--- config.mk ---
export PLATFORM = sky130hd
export DESIGN_NAME = txd_stuck_guard
export DESIGN_NICKNAME = d
export VERILOG_FILES = /design/src/rtl/tdg_pkg.sv /design/src/rtl/tdg_sync.sv /design/src/rtl/tdg_timer.sv /design/src/rtl/txd_stuck_guard.sv
export SDC_FILE = /design/constraint.sdc
export NUM_CORES = 1
export LEC_CHECK = 0
export ABC_AREA = 1
export CAP_MARGIN = 20
export CORE_UTILIZATION = 30
export DETAILED_ROUTE_END_ITERATION = 8
export PLACE_DENSITY_LB_ADDON = 0.3
export SLEW_MARGIN = 20
export SYNTH_ARGS = -nofsm -noshare
export SYNTH_HDL_FRONTEND = slang
export SYNTH_SLANG_ARGS = --single-unit
--- constraint.sdc ---
create_clock -name clk -period 3.73 [get_ports clk]
set_input_delay 0.5595 -clock clk [delete_from_list [all_inputs] [get_ports clk]]
set_output_delay 0.5595 -clock clk [all_outputs]
set_load 0.05 [all_outputs]
--- src/rtl/tdg_pkg.sv ---
package tdg_pkg;
  typedef enum logic {
    GUARD_OK   = 1'b0,
    GUARD_TRIP = 1'b1
  } guard_st_e;
endpackage

--- src/rtl/tdg_sync.sv ---
module tdg_sync #(
  parameter int STAGES = 2
) (
  input  logic clk,
  input  logic rst_n,
  input  logic async_in,
  output logic sync_out,
  output logic rise
);
  logic [STAGES-1:0] stg_q;
  logic [STAGES-1:0] stg_d;
  logic              last_q;

  for (genvar i = 0; i < STAGES; i++) begin : g_stg
    if (i == 0) begin : g_first
      assign stg_d[i] = async_in;
    end else begin : g_next
      assign stg_d[i] = stg_q[i-1];
    end
  end

  // stages reset recessive so an undriven line reads high
  always_ff @(posedge clk or negedge rst_n) begin
    if (!rst_n) begin
      stg_q  <= '1;
      last_q <= 1'b1;
    end else begin
      stg_q  <= stg_d;
      last_q <= stg_q[STAGES-1];
    end
  end

  assign sync_out = stg_q[STAGES-1];
  assign rise     = sync_out & ~last_q;
endmodule

--- src/rtl/tdg_timer.sv ---
module tdg_timer
  import tdg_pkg::*;
#(
  parameter int TIMEOUT_CYC = 400000
) (
  input  logic clk,
  input  logic rst_n,
  input  logic run_en,
  input  logic dom,
  input  logic rise,
  output logic trip
);
  localparam int CW = (TIMEOUT_CYC > 2) ? $clog2(TIMEOUT_CYC) : 1;
  localparam logic [CW-1:0] LIMIT = CW'(TIMEOUT_CYC - 1);

  logic [CW-1:0] cnt_q, cnt_d;
  logic          cnt_ld;
  guard_st_e     st_q, st_d;

  always_comb begin
    cnt_d = cnt_q;
    st_d  = st_q;
    if (!run_en) begin
      cnt_d = '0;
      st_d  = GUARD_OK;
    end else if (st_q == GUARD_TRIP) begin
      cnt_d = '0;
      if (rise) st_d = GUARD_OK;
    end else if (!dom) begin
      cnt_d = '0;
    end else if (cnt_q == LIMIT) begin
      cnt_d = '0;
      st_d  = GUARD_TRIP;
    end else begin
      cnt_d = cnt_q + 1'b1;
    end
  end

  // load only when the count moves: leaving zero or already nonzero
  assign cnt_ld = (cnt_q != '0) | (run_en & dom & (st_q == GUARD_OK));

  always_ff @(posedge clk or negedge rst_n) begin
    if (!rst_n) begin
      cnt_q <= '0;
      st_q  <= GUARD_OK;
    end else begin
      if (cnt_ld) cnt_q <= cnt_d;
      st_q <= st_d;
    end
  end

  assign trip = (st_q == GUARD_TRIP);


  cnt_bound_chk: assert property (@(posedge clk) disable iff (!rst_n)
    cnt_q <= LIMIT);


  trip_after_full_chk: assert property (@(posedge clk) disable iff (!rst_n)
    $rose(trip) |-> ($past(cnt_q) == LIMIT) && $past(dom) && $past(run_en));


  trip_hold_chk: assert property (@(posedge clk) disable iff (!rst_n)
    (trip && run_en && !rise) |=> trip);


  trip_clear_chk: assert property (@(posedge clk) disable iff (!rst_n)
    $fell(trip) |-> ($past(rise) || !$past(run_en)));


  standby_clear_chk: assert property (@(posedge clk) disable iff (!rst_n)
    !run_en |=> (cnt_q == '0) && !trip);
endmodule

--- src/rtl/txd_stuck_guard.sv ---
module txd_stuck_guard #(
  parameter int TIMEOUT_CYC = 400000,
  parameter int SYNC_STAGES = 2
) (
  input  logic clk,
  input  logic rst_n,
  input  logic txd_in,
  input  logic active_en,
  output logic drv_txd,
  output logic fault
);
  logic txd_s;
  logic txd_rise;
  logic trip;

  tdg_sync #(.STAGES(SYNC_STAGES)) sync_i (
    .clk      (clk),
    .rst_n    (rst_n),
    .async_in (txd_in),
    .sync_out (txd_s),
    .rise     (txd_rise)
  );

  tdg_timer #(.TIMEOUT_CYC(TIMEOUT_CYC)) timer_i (
    .clk    (clk),
    .rst_n  (rst_n),
    .run_en (active_en),
    .dom    (~txd_s),
    .rise   (txd_rise),
    .trip   (trip)
  );

  assign fault   = trip;
  assign drv_txd = (active_en && !trip) ? txd_s : 1'b1;


  pass_through_chk: assert property (@(posedge clk) disable iff (!rst_n)
    (active_en && !trip && $past(active_en) && !$past(trip) && !txd_rise && txd_s)
      |-> $past(txd_s));
endmodule

After elaboration in Yosys (flattened, before gate mapping)
Cells that the tools add are included.
{"block": "classes", "eq_ne": 1, "multipliers": 0, "magnitude_cmp": 0, "bitwise_logic": 7, "div": 0, "reduce_logical": 3, "shift": 0, "add_sub_neg": 1, "muxes": 10}
{"op": "$mux W19", "n": 4}
{"op": "$add A19 B1 Y19 const B", "n": 1}
{"op": "$eq A19 B19 Y1 const B", "n": 1}
{"op": "$reduce_bool A19 Y1", "n": 1}
{"op": "$mux W1", "n": 6}
{"op": "$and A1 B1 Y1", "n": 3}
{"op": "$not A1 Y1", "n": 3}
{"op": "$logic_and A1 B1 Y1", "n": 1}
{"op": "$logic_not A1 Y1", "n": 1}
{"op": "$or A1 B1 Y1", "n": 1}
{"block": "totals", "rom_bits": 0, "regBits": 23, "output_inout_bits": 2, "latchBits": 0, "ram_bits": 0, "mem_count": 0, "in_bits": 4}

Logic depth before layout (Yosys ltp)
{"block": "depth", "depth_word": 5, "ltp_mapped": 9, "ltp_nobuf": 8}

Cells and area by module
From an unflattened synthesis, not the netlist that was laid out.
{"block": "unflattened", "cells_unflattened": 182, "hier_area_um2": 1316.3}
{"mod": "tdg_timer", "area_per_inst_um2": 1216.2, "instances": 1, "cells_each": 174}
{"mod": "tdg_sync", "area_per_inst_um2": 88.8, "instances": 1, "cells_each": 5}
{"mod": "txd_stuck_guard", "area_per_inst_um2": 11.3, "instances": 1, "cells_each": 3}

Worst setup path before layout
Ideal clock, no wire load.
{"block": "synth_path", "path_kind": "register -> output", "startpoint": "register timer_i.st_q (netlist: timer_i.trip)", "endpoint": "output drv_txd", "arrival_ns": 1.241, "required_time_ns": 3.171, "slack_ns": 1.929, "stages_incl_launch_ff": 5, "path_cell_list": "dfrtp_1 -> inv_1 -> nand2_1 -> nor2_1 -> inv_1"}
{"block": "synth_between", "elab_chain_len": 3}
{"element": "from (decl)", "line": "tdg_timer.sv:18", "rtl": "guard_st_e st_q, st_d;"}
{"element": "from (signal assigned)", "line": "tdg_timer.sv:48", "rtl": "st_q <= st_d;"}
{"element": "$logic_not A1 Y1", "line": "txd_stuck_guard.sv:34", "rtl": "assign drv_txd = (active_en && !trip) ? txd_s : 1'b1;"}
{"element": "$logic_and A1 B1 Y1", "line": "txd_stuck_guard.sv:34"}
{"element": "$mux W1", "line": "txd_stuck_guard.sv:34"}
{"element": "to (decl)", "line": "txd_stuck_guard.sv:9", "rtl": "output logic drv_txd,"}
Every way passes these cells.

Final worst setup path
{"block": "layout_path", "startpoint": "input active_en", "endpoint": "output drv_txd"}
{"block": "layout_between", "elab_chain_len": 2}
{"element": "from (decl)", "line": "txd_stuck_guard.sv:8", "rtl": "input logic active_en,"}
{"element": "$logic_and A1 B1 Y1", "line": "txd_stuck_guard.sv:34"}
{"element": "$mux W1", "line": "txd_stuck_guard.sv:34"}
Every way passes these cells.

==> results.cfg <==
[pwr]
p_leak_nw = 0.635
ir_drop_v = 0.000133
powerDensity_mw_per_mm2 = 320

[synthesis]
ys_warn_count = 0
synthDistinctLibCells = 24
syn_nets = 197
avgSynthCellArea_um2 = 7.25
synthCells = 191
yosysSeqAreaShare_pct = 41.9
synth_area_leaders = dfrtp_1 (36%), nand2_1 (15%), nor2_1 (11%)
synth_area_mm2 = 0.00138
synth_top_area_share_pct = 36.2
synth.largest_area_cell = dfrtp_1
ys_seq_elements = 23

[sta]
hold_viol_final = 0
slew_violations = 0
clock.fmax_mhz = 361
grt_setup_unrepaired = no
worstMarginPinSlew_ns = 0.514
fin_crit_ns = 2.77
period_share_pct = 74.3
max-slew-margin-rel_pct = 65.7
finClkSkew_ns = 0.00337
setup_viol = 0
setup-tns-final_ns = 0

[worst_setup_path]
start_kind = input port
endpoint_kind = primary output
path_buf_inv = 3
crit_type = input port to primary output
slowest_stage = clkdlybuf4s50_1
required_ns = 3.17
cp_top_family = buffers and inverters
crit_path_max_incr_delay_ns = 0.73
arrival_ns = 2.21
path_cells = clkdlybuf4s50_1 -> nand2_1 -> nor2_1 -> inv_1 -> clkdlybuf4s50_1
worst-path-max-fanout = 4
crit_top_cell = clkdlybuf4s50_1

[layout]
area_delta_synth_final_pct = 10.4
nNetsFinal = 206
diodes = 0
multi_input_area_um2 = 699
fillCellCount = 473
register_area_um2 = 579
drive_above_1_share_pct = 12.1
stdcell_area_mm2 = 0.00153

[clocking]
root_buffer = clkbuf_8
clk_latency_ns = 0.26
tritoncts = built
ctsHoldBuffers = 0
post_cts_buffers = 0
cts.htree.levels = 1
cts_made_buffers = 3
cts_sinks = 23
clk_path_buf_depth = 2
clk_pin_slew_ns = 0.08
postCtsResizedCells = 0

[global_route]
grt_pass1_vias = 1074
grt.overflow.total = 0
grt_pass1_wl_um = 5020
antenna_found_initial = 0
grt_max_degree = 24
grt_use_total_pct = 12.9

[drt]
vias = 1129
wl_um = 2790
firstDrtPassIters = 4
ant_nets = 0
drtIter0Drc = 75
wl_per_cell_um = 11.1
drc = 0
vias_per_cell = 4.50

[floorplanning]
initial_utilization_pct = 31.6
core-area_mm2 = 0.00438
die_y_um = 69.9
dieArea_mm2 = 0.00489
rows = 24
die_w_um = 69.9
io_pins = 6

[placed_design]
dp_hpwl_um = 2190
io_buffers = 5
place_area_mm2 = 0.00149
gp_congestion = 0.808

[outcome]
run_status = complete, no violations

[flow_run]
maxCapViolCount = 0

[worst_hold_path]
hold_class = input port to async pin
## worst paths after layout
check                                 startpoint               end  slack [ns]  cells past startpoint
worst max-delay path                   active_en           drv_txd        0.96                      5
worst min-delay path                       rst_n  timer_i.cnt_q[8]        0.26                      1
worst max register to register  timer_i.cnt_q[1]  timer_i.cnt_q[0]        2.10                      8
worst min register to register   sync_i.stg_q[0]   sync_i.stg_q[1]        0.36                      0
max in group asynchronous                  rst_n   sync_i.stg_q[0]        3.11                      1
min in group clk                 sync_i.stg_q[0]   sync_i.stg_q[1]        0.36                      0
## routing by layer
layer,track usage (%),routed length (µm),up-vias
li1,-,-,597
met1,17.7,1450,515
met2,20.3,1220,13
met3,3.32,92,4
met4,3.11,28,0
met5,0,0,-
## report_power, final
group / internal [mW] / leakage (nW) / switching (mW)
combinational: 0.0222 / 0.303 / 0.0366
sequential: 0.262 / 0.309 / 0.0132
clock: 0.0762 / 0.0228 / 0.0789
## placed cells by master (no fill, tap or decap)
cell type and n:
nor2_1 40, xor2_1 5, a21oi_1 2, o21ai_1 1, nand3_4 1, inv_2 1, nor3_1 6, nor2_4 5
clkbuf_8 3, nand2_2 4, clkdlybuf4s50_1 4, or2_2 1, clkbuf_1 1, inv_1 23, nand3_2 2, o21ai_0 4
nand3_1 5, nand3b_1 1, clkinv_1 1, buf_2 1, dfrtp_1 20, nand4_1 4, nor2_2 3, nand2_1 55
ha_1 2, o21a_1 1, dfstp_2 3
## through the flow
stage | cells | setup slack, ns | util (%) | total power, mW | hold slack (ns)
floorplan | 191 | 1.93 | - | 0.321 | 0.264
global route | 251 | 0.855 | 34.8 | 0.524 | 0.296
global placement | 247 | 0.977 | 33.9 | 0.341 | 0.348
detailed placement | 247 | 0.961 | 33.9 | 0.340 | 0.348
CTS | 251 | 0.958 | 35.0 | 0.503 | 0.361
finish | 251 | 0.958 | 34.8 | 0.489 | 0.258
## layout make-up
class	instances	share of cell area [%]
inverters	25	6.14
clock buffers	4	2.95
repair buffers	5	2.95
well taps	52	4.26
multi-input cells	142	45.8
flip-flops and latches	23	37.9
## registers in the layout, summed over array words and instances, names as in the netlist
register	cells
timer_i.trip	1
timer_i.cnt_q	19
sync_i.stg_q	2
sync_i.last_q	1
## synthesized netlist by cell type (all sizes together)
library cell / n
or2: 1
nand2: 59
o21a: 1
nand4: 4
a21oi: 2
clkinv: 1
nor3: 6
nand3b: 1
buf: 1
dfstp: 3
xor2: 5
o21ai: 5
inv: 24
nand3: 8
dfrtp: 20
nor2: 48
ha: 2
## kinds of logic (layout without fill, tap and decap cells)
family,Yosys count,count (layout),synth area share [%]
AND/OR/NAND/NOR,127,127,42.5
buffers and inverters,26,34,7.59
flip-flops,23,23,41.9
AO/OA/AOI/OAI,8,8,3.07
XOR/XNOR,5,5,3.16
adder cells (fa/ha/maj),2,2,1.81
No activity file was read; power rests on OpenSTA's default activity.
